===== config.mk =====
export PLATFORM = sky130hd
export DESIGN_NAME = colrom_mul4
export DESIGN_NICKNAME = d
export VERILOG_FILES = /design/src/rtl/colrom_pkg.sv /design/src/rtl/colrom_table.sv /design/src/rtl/colrom_ppgen.sv /design/src/rtl/colrom_seq.sv /design/src/rtl/colrom_mul4.sv
export SDC_FILE = /design/constraint.sdc
export NUM_CORES = 1
export LEC_CHECK = 0
export BUFFER_PORTS_ARGS = -buffer_cell sky130_fd_sc_hd__buf_2
export CAP_MARGIN = 40
export CORE_MARGIN = 2
export CORE_UTILIZATION = 42
export CTS_CLUSTER_SIZE = 20
export DETAILED_ROUTE_END_ITERATION = 6
export PLACE_DENSITY = 0.61
export SLEW_MARGIN = 20
export SYNTH_ARGS = -nofsm -noshare
export SYNTH_HDL_FRONTEND = slang
export SYNTH_SLANG_ARGS = --single-unit

===== constraint.sdc =====
create_clock -name clk -period 2.6 [get_ports clk]
set_input_delay 0 -clock clk [delete_from_list [all_inputs] [get_ports clk]]
set_output_delay 0 -clock clk [all_outputs]
set_load 0.01 [all_outputs]

===== src/rtl/colrom_pkg.sv =====
`timescale 1ns/1ps
package colrom_pkg;

  // Sum of the column bits found above the carry field, plus the carry field itself.
  function automatic int column_total(int addr, int n_pp, int cw);
    int t;
    t = addr & ((1 << cw) - 1);
    for (int i = 0; i < n_pp; i++) begin
      t += (addr >> (cw + i)) & 1;
    end
    return t;
  endfunction

endpackage


===== src/rtl/colrom_table.sv =====
`timescale 1ns/1ps
module colrom_table #(
  parameter int OP_W = 4,
  parameter int CW   = 3
) (
  input  logic [OP_W+CW-1:0] addr,
  output logic [CW:0]        data
);
  localparam int AW    = OP_W + CW;
  localparam int DW    = CW + 1;
  localparam int DEPTH = 1 << AW;

  logic [DW-1:0] tbl [DEPTH];

  for (genvar g = 0; g < DEPTH; g++) begin : g_word
    assign tbl[g] = DW'(colrom_pkg::column_total(g, OP_W, CW));
  end

  assign data = tbl[addr];
endmodule


===== src/rtl/colrom_ppgen.sv =====
`timescale 1ns/1ps
module colrom_ppgen #(
  parameter int OP_W = 4,
  parameter int NCOL = 2 * OP_W - 1,
  parameter int COLW = $clog2(NCOL)
) (
  input  logic [OP_W-1:0] a,
  input  logic [OP_W-1:0] b,
  input  logic [COLW-1:0] col,
  output logic [OP_W-1:0] pp
);
  for (genvar i = 0; i < OP_W; i++) begin : g_pp
    logic [NCOL-1:0] b_shift;
    assign b_shift = NCOL'(b) << i;
    // b_shift[col] is b[col-i] when in range, zero otherwise
    assign pp[i] = a[i] & b_shift[col];
  end
endmodule


===== src/rtl/colrom_seq.sv =====
`timescale 1ns/1ps
module colrom_seq #(
  parameter int NCOL = 7,
  parameter int COLW = $clog2(NCOL)
) (
  input  logic            clk,
  input  logic            rst_n,
  input  logic            start,
  output logic            busy,
  output logic [COLW-1:0] col,
  output logic            accept,
  output logic            last
);
  localparam logic [COLW-1:0] LAST_COL = COLW'(NCOL - 1);

  logic            busy_q;
  logic [COLW-1:0] col_q;

  assign busy   = busy_q;
  assign col    = col_q;
  assign accept = start && !busy_q;
  assign last   = busy_q && (col_q == LAST_COL);

  always_ff @(posedge clk) begin
    if (!rst_n) begin
      busy_q <= 1'b0;
      col_q  <= '0;
    end else if (accept) begin
      busy_q <= 1'b1;
      col_q  <= '0;
    end else if (busy_q) begin
      if (last) busy_q <= 1'b0;
      else      col_q  <= col_q + 1'b1;
    end
  end


  restart_ignored_chk: assert property (@(posedge clk) disable iff (!rst_n)
    (busy && !last) |=> (busy && col == $past(col) + 1'b1));

  col_range_chk: assert property (@(posedge clk) disable iff (!rst_n)
    busy |-> (col <= LAST_COL));
endmodule


===== src/rtl/colrom_mul4.sv =====
`timescale 1ns/1ps
module colrom_mul4 #(
  parameter int OP_W = 4
) (
  input  logic              clk,
  input  logic              rst_n,
  input  logic              start,
  input  logic [OP_W-1:0]   op_a,
  input  logic [OP_W-1:0]   op_b,
  output logic [2*OP_W-1:0] product,
  output logic              done
);
  localparam int NCOL = 2 * OP_W - 1;
  localparam int COLW = $clog2(NCOL);
  localparam int CW   = $clog2(OP_W) + 1;
  localparam int PW   = 2 * OP_W;

  logic            busy, accept, last;
  logic [COLW-1:0] col;
  logic [OP_W-1:0] a_q, b_q, pp;
  logic [CW-1:0]   carry_q;
  logic [CW:0]     word;
  logic            sum_bit;
  logic [CW-1:0]   carry_nx;
  logic [NCOL-2:0] acc_q;
  logic [PW-1:0]   product_q;
  logic            done_q;

  colrom_seq #(.NCOL(NCOL), .COLW(COLW)) u_seq (
    .clk(clk), .rst_n(rst_n), .start(start),
    .busy(busy), .col(col), .accept(accept), .last(last)
  );

  colrom_ppgen #(.OP_W(OP_W), .NCOL(NCOL), .COLW(COLW)) u_pp (
    .a(a_q), .b(b_q), .col(col), .pp(pp)
  );

  colrom_table #(.OP_W(OP_W), .CW(CW)) u_tbl (
    .addr({pp, carry_q}), .data(word)
  );

  assign sum_bit  = word[0];
  assign carry_nx = word[CW:1];

  always_ff @(posedge clk) begin
    if (!rst_n) begin
      a_q       <= '0;
      b_q       <= '0;
      carry_q   <= '0;
      acc_q     <= '0;
      product_q <= '0;
      done_q    <= 1'b0;
    end else begin
      done_q <= last;
      if (accept) begin
        a_q     <= op_a;
        b_q     <= op_b;
        carry_q <= '0;
      end else if (busy) begin
        carry_q <= carry_nx;
        if (last) product_q <= {carry_nx[0], sum_bit, acc_q};
        else      acc_q[col] <= sum_bit;
      end
    end
  end

  assign product = product_q;
  assign done    = done_q;


  table_word_chk: assert property (@(posedge clk) disable iff (!rst_n)
    busy |-> (int'(word) == $countones(pp) + int'(carry_q)));


  done_pulse_chk: assert property (@(posedge clk) disable iff (!rst_n)
    done |=> !done);


  done_after_last_chk: assert property (@(posedge clk) disable iff (!rst_n)
    done |-> $past(last));


  product_hold_chk: assert property (@(posedge clk) disable iff (!rst_n)
    !done |-> $stable(product));


  carry_clear_chk: assert property (@(posedge clk) disable iff (!rst_n)
    accept |=> (carry_q == '0));
endmodule


* Word-level counts from Yosys, hierarchy flattened
Memories as Yosys holds them, arrays and structs flattened.
Index checks and enable logic that the tools add are counted.
** Operators by class
- Add/subtract/negate cells :: 1
- Order comparisons :: 3
- Equality and inequality tests :: 1
- Multiplexer cells :: 16
- Bitwise gates (word level) :: 8
- Reductions and logical operators :: 8
** Operators by type and width (count)
- $bmux W1 S3 :: 4
- $ge A8 B8 Y1 const B :: 1
- $mux W1 :: 8
- $mux W4 :: 2
- $not A7 Y8 :: 1
- $bwmux W6 :: 1
- $reduce_and A3 Y1 :: 2
- $and A1 B1 Y1 :: 4
- $lt A3 B4 Y1 const B :: 1
- $add A3 B1 Y3 const B :: 1
- $demux W1 S3 :: 1
- $eq A3 B3 Y1 const B :: 1
- $ge A3 B1 Y1 const B :: 1
- $logic_and A1 B1 Y1 :: 3
- $not A1 Y1 :: 3
- $reduce_and A2 Y1 :: 1
- $reduce_or A2 Y1 :: 1
- $logic_not A1 Y1 :: 1
** Storage, ports and cells
- Flip-flop bits (word level) :: 30
- Memory bits (read-only) :: 512
- Bits of input ports :: 11
- Output and inout bits :: 9
- Logic and storage cells :: 46
- Memories kept :: 1
** Memory list
- (no name shown) :: depth 128, bits a word 4, rd ports 1, clocked after memory_dff 0, write ports 0, RTL line colrom_table.sv:19 : assign data = tbl[addr];

* Logic depth before layout (Yosys ltp)
- Depth after elaboration :: 8
- Gate-level depth with buffers :: 9
- Depth with buffers taken out :: 8

* By module
A second synthesis with hierarchy kept.
** Second synthesis, totals
- Cell total of the unflattened synthesis :: 211
- Area, all modules :: 1893.1 µm²
** By module, submodules not included
- colrom_mul4 :: instances 1, cells an instance 95, area each 1036.0 µm², seq. area each 520.5 µm²
- colrom_table :: instances 1, cells an instance 75, area each 511.7 µm², seq. area each 0.0 µm²
- colrom_seq :: instances 1, cells an instance 22, area each 201.4 µm², seq. area each 80.1 µm²
- colrom_ppgen :: instances 1, cells an instance 19, area each 143.9 µm², seq. area each 0.0 µm²

* Worst setup path after synthesis
OpenSTA, ideal clock, no wires.
- Kind :: reg-to-reg
- Start point :: register u_seq.col_q[0], in the netlist u_seq.col[0]
- End point :: register carry_q[2]
- Setup time :: 0.086 ns
- Arrival time :: 2.095 ns
- Required time :: 2.514 ns
- Slack :: 0.419 ns
- Stages on the path, launching flop included :: 10
- Path buffers :: 2
- Period minus slack after synthesis :: 2.181 ns
- Cell sequence :: dfxtp_1 -> buf_6 -> mux4_2 -> and3b_1 -> buf_6 -> a21oi_4 -> o2bb2ai_2 -> a22oi_2 -> o221a_1 -> a221oi_2
** On the way
- Word-level cells in the longest chain between the ends :: 7
- Elaborated cells on any way between the ends :: 16
- Classes of those cells :: mux: 10; bitwise: 5; memory: 1
** Ends and longest elaborated chain
- start, declared :: RTL line colrom_seq.sv:17 : logic [COLW-1:0] col_q;
- start signal, assigned :: RTL line colrom_seq.sv:33 : else col_q <= col_q + 1'b1;
- $bmux W1 S3 :: RTL line colrom_ppgen.sv:16 : assign pp[i] = a[i] & b_shift[col];
- $mux W1 (not written as such) :: RTL line colrom_ppgen.sv:16
- $and A1 B1 Y1 :: RTL line colrom_ppgen.sv:16
- $not A7 Y8 (not written as such) * :: RTL line colrom_table.sv:19
- $mem_v2 Z128 W4 *
- $mux W4 (not written as such) * (2 in series) :: RTL line colrom_table.sv:19
- end signal, assigned :: RTL line colrom_mul4.sv:60 : carry_q <= carry_nx;
- end, declared :: RTL line colrom_mul4.sv:21 : logic [CW-1:0] carry_q;
Mark *: on every way between the ends. The rest lies on a longest branch, timed or not. The select of a mux whose other input is x is not followed.
A chain may end at the register's enable or synchronous reset.

* Final worst setup path
- Start point :: register u_seq.col_q[0], in the netlist u_seq.col[0]
- End point :: register acc_q[5]
** On the way
- Word-level cells in the longest chain between the ends :: 8
- Elaborated cells on any way between the ends :: 26
- Classes of those cells :: order compare: 2; eq/ne: 1; mux: 13; bitwise: 6; reduce/logical: 3; memory: 1
** Ends and longest elaborated chain
- $bmux W1 S3 :: RTL line colrom_ppgen.sv:16
- $mux W1 (not written as such) :: RTL line colrom_ppgen.sv:16
- $and A1 B1 Y1 :: RTL line colrom_ppgen.sv:16
- $not A7 Y8 (not written as such) :: RTL line colrom_table.sv:19
- $mem_v2 Z128 W4
- $mux W4 (not written as such) (2 in series) :: RTL line colrom_table.sv:19
- $bwmux W6 :: RTL line colrom_mul4.sv:62 : else acc_q[col] <= sum_bit;
- end signal, assigned by index :: RTL line colrom_mul4.sv:62
- end, declared :: RTL line colrom_mul4.sv:25 : logic [NCOL-2:0] acc_q;
Several ways; a longest one is shown, not always the timed one. The select of a mux whose other input is x is not followed.

==> flow_metrics.tcl <==
set metrics [dict create \
    async_flop_share 0 \
    tns_ns 0 \
    clk_latency_ns 0.28 \
    worst_pin_slew_ns 0.524 \
    grt_overflow 0 \
    io_pins 20 \
    drive_gt1_frac 0.216 \
    relSlewSlack 0.650 \
    synth.avg_cell_area_um2 9.07 \
    drc 0 \
    period_needed_ns 2.38 \
    routed_via_density 5.56 \
    leakage_uw 0.000792 \
    yosysSeqAreaShare 0.312 \
    drv_slew 0 \
    ys_ff_latch 30 \
    syn-num-nets 229 \
    critPathMaxStageDelay_ns 0.53 \
    gp_congestion 0.890 \
    antenna_left 0 \
    p_sw_uw 257 \
    path_class "flip-flop to flip-flop" \
    grt_setup_unrepaired "false" \
    die_area_um2 5140 \
    grt_max_degree 32 \
    cp.arrival_ns 2.57 \
    crit_path_max_fanout 10 \
    grt_usage 0.176 \
    drt_pass1_iterations 4 \
    setup_viol 0 \
    yosys.cell_types.count 58 \
    cts.sinks 30 \
    max_freq_ghz 0.420 \
    finalClockSkew_ns 0.00333 \
    detail_route.wirelength_mm 4.14 \
    h-tree-depth 2 \
    post_drt_wl_per_cell_um 14.1 \
    slowest_stage "mux4_2" \
    cts_buffers 5 \
    clk_pin_slew_ns 0.07 \
    cts_tree "done" \
    nNetsFinal 257 \
    ir_drop_uv 381 \
    hold_viol 0 \
    grt_pass1_vias 1532 \
    clockPowerShare 0.399 \
    worstPathRequired_ns 2.79 \
    fin_crit_sh 0.917 \
    synth_area_leader_cell "dfxtp_1" \
    die_w_um 71.7 \
    cts_buffer_depth 2 \
    synth_flop_cell "dfxtp_1" \
    combPwrFrac 0.106 \
    crit_chain "mux4_2, and3b_1, xnor2_2, xnor3_1, nand2_2, o31ai_1" \
    cts_root_buf "clkbuf_8" \
    synth_area_um2 1920 \
    cp-start-kind "flip-flop" \
    grt_pass1_wl_mm 7.08 \
    synth_top_area_frac 0.312 \
    antennaDiodeCount 0 \
    io_buffers 19 \
    power_density_nw_per_um2 454 \
    synth_edf_count 0 \
    core_area_um2 4380 \
    syn_to_final_growth_pct 13.4 \
    power.internal_uw 734 \
    swShare 0.259 \
    dp_slack_ns 0.154 \
    num_vias 1629 \
    power.share.sequential 0.495 \
    fp-row-count 24 \
    dp_hpwl_mm 2.97 \
    drt_iter0_drc 100 \
    max-cap-violations 0 \
    antenna_found_initial 0 \
    yosys_warnings 0 \
    synthCells 212 \
    hold_path_class "primary input to flip-flop" \
    die_h_um 71.7 \
    end_kind "flip-flop" \
    synth_area_leaders "dfxtp_1 (31%), nand2_1 (7.8%), a21boi_0 (5.5%)" \
    layout_setup_ws_ns 0.217 \
    start_util 0.439 \
    status "finished, final reports clean" \
]
cell families after synthesis:
logic type,Yosys count,share of synthesized area
compound gates,62,0.274
xor+xnor,4,0.0293
fa+ha+maj,6,0.0390
buf+inv,20,0.0800
flops,30,0.312
mux,5,0.0325
simple gates,85,0.233
synthesized netlist by cell type (2+ instances only):
cell	count
and3_1	3
dfxtp_1	30
o31ai_1	8
a221oi_1	2
a211oi_1	4
o21ai_0	6
nor2_1	5
nor3b_1	2
nor3_1	3
clkbuf_1	4
nor2b_1	4
and2_1	5
nand2b_1	2
nand3_2	2
a21boi_0	14
clkbuf_8	2
mux2i_1	4
a21oi_1	4
xnor2_1	2
ha_1	6
nand3b_1	3
o211ai_1	7
buf_6	4
nand3_1	3
nand2_1	40
nand4_1	3
inv_1	9
path summary, 6_finish.rpt:
path                                                 from                      end  slack (ns)  cells past startpoint
worst min register to register    product[2]$_SDFFE_PN0P_  product[2]$_SDFFE_PN0P_        0.46                      2
worst max-delay path            u_seq.col[0]$_SDFFE_PP0P_    acc_q[5]$_SDFFE_PN0P_        0.22                      6
worst min-delay path                                start    u_seq.busy$_SDFF_PN0_         0.1                      3
worst max register to register  u_seq.col[0]$_SDFFE_PP0P_    acc_q[5]$_SDFFE_PN0P_        0.22                      6
layout make-up:
| type | count | area [um2] |
|---|---|---|
| Clock buffer | 6 | 82.6 |
| Clock inverter | 2 | 12.5 |
| Fill cell | 421 | 2200 |
| Inverter | 9 | 33.8 |
| Multi-Input combinational cell | 162 | 1170 |
| Sequential cell | 30 | 602 |
| Tap cell | 52 | 65.1 |
| Timing Repair Buffer | 32 | 213 |
worst max-delay path, delay by kind of cell (launching register included):
| kind | cells | cell delay, ns |
|---|---|---|
| compound gates | 1 | 0.30 |
| xor+xnor | 2 | 0.57 |
| flops | 1 | 0.42 |
| mux | 1 | 0.53 |
| simple gates | 2 | 0.47 |
sequential cells by signal (all words and copies together) (netlist names):
signal and flops:
a_q 4, b_q 4, acc_q 6, carry_q 3, u_seq.col 3, product 8, done 1, u_seq.busy 1
per-layer routing:
metal,track usage,wire length (um),vias to the layer above
met5,0,0,-
met4,0.0776,80,0
met3,0.0352,137,5
met2,0.270,1890,29
met1,0.242,2030,768
li1,-,-,827
per-stage QoR:
stage                     cell area [um2]  power [uW]  utilization  hold WS (ns)  instances
after floorplan                      1920         579            -         0.145        212
after global placement               1990         594        0.455         0.251        276
after detailed placement             1990         595        0.455         0.264        276
after CTS                            2170        1000        0.495        0.0851        292
after global routing                 2180        1030        0.497         0.115        293
final                                2180         991        0.497        0.0956        293
power groups by stage:
stage / sequential (uW) / clock [uW] / combinational (uW)
after floorplan: 491 / 0 / 88.5
after global placement: 500 / 0 / 93.9
after detailed placement: 500 / 0 / 94.9
after CTS: 490 / 409 / 104
after global routing: 494 / 423 / 117
final: 491 / 395 / 105
repair_timing:
item | in CTS | in global routing
setup endpoints to repair | 0 | 2
resized for setup | 0 | 2
endpoints found under the hold margin | 8 | 0
hold buffers | 8 | 0
setup buffers | 0 | 1
placed cells by master (no fill, tap or decap), types with 4 or more instances in the layout:
cell / n
a21oi_1: 4
and2_1: 5
inv_1: 9
nor2b_1: 4
nand2_1: 40
buf_2: 19
a211oi_1: 4
dlygate4sd3_1: 8
o31ai_1: 8
buf_4: 5
dfxtp_1: 29
o21ai_0: 6
clkbuf_8: 6
ha_1: 6
nor2_1: 5
o211ai_1: 7
a21boi_0: 14
(Power assumes the default switching activity.)
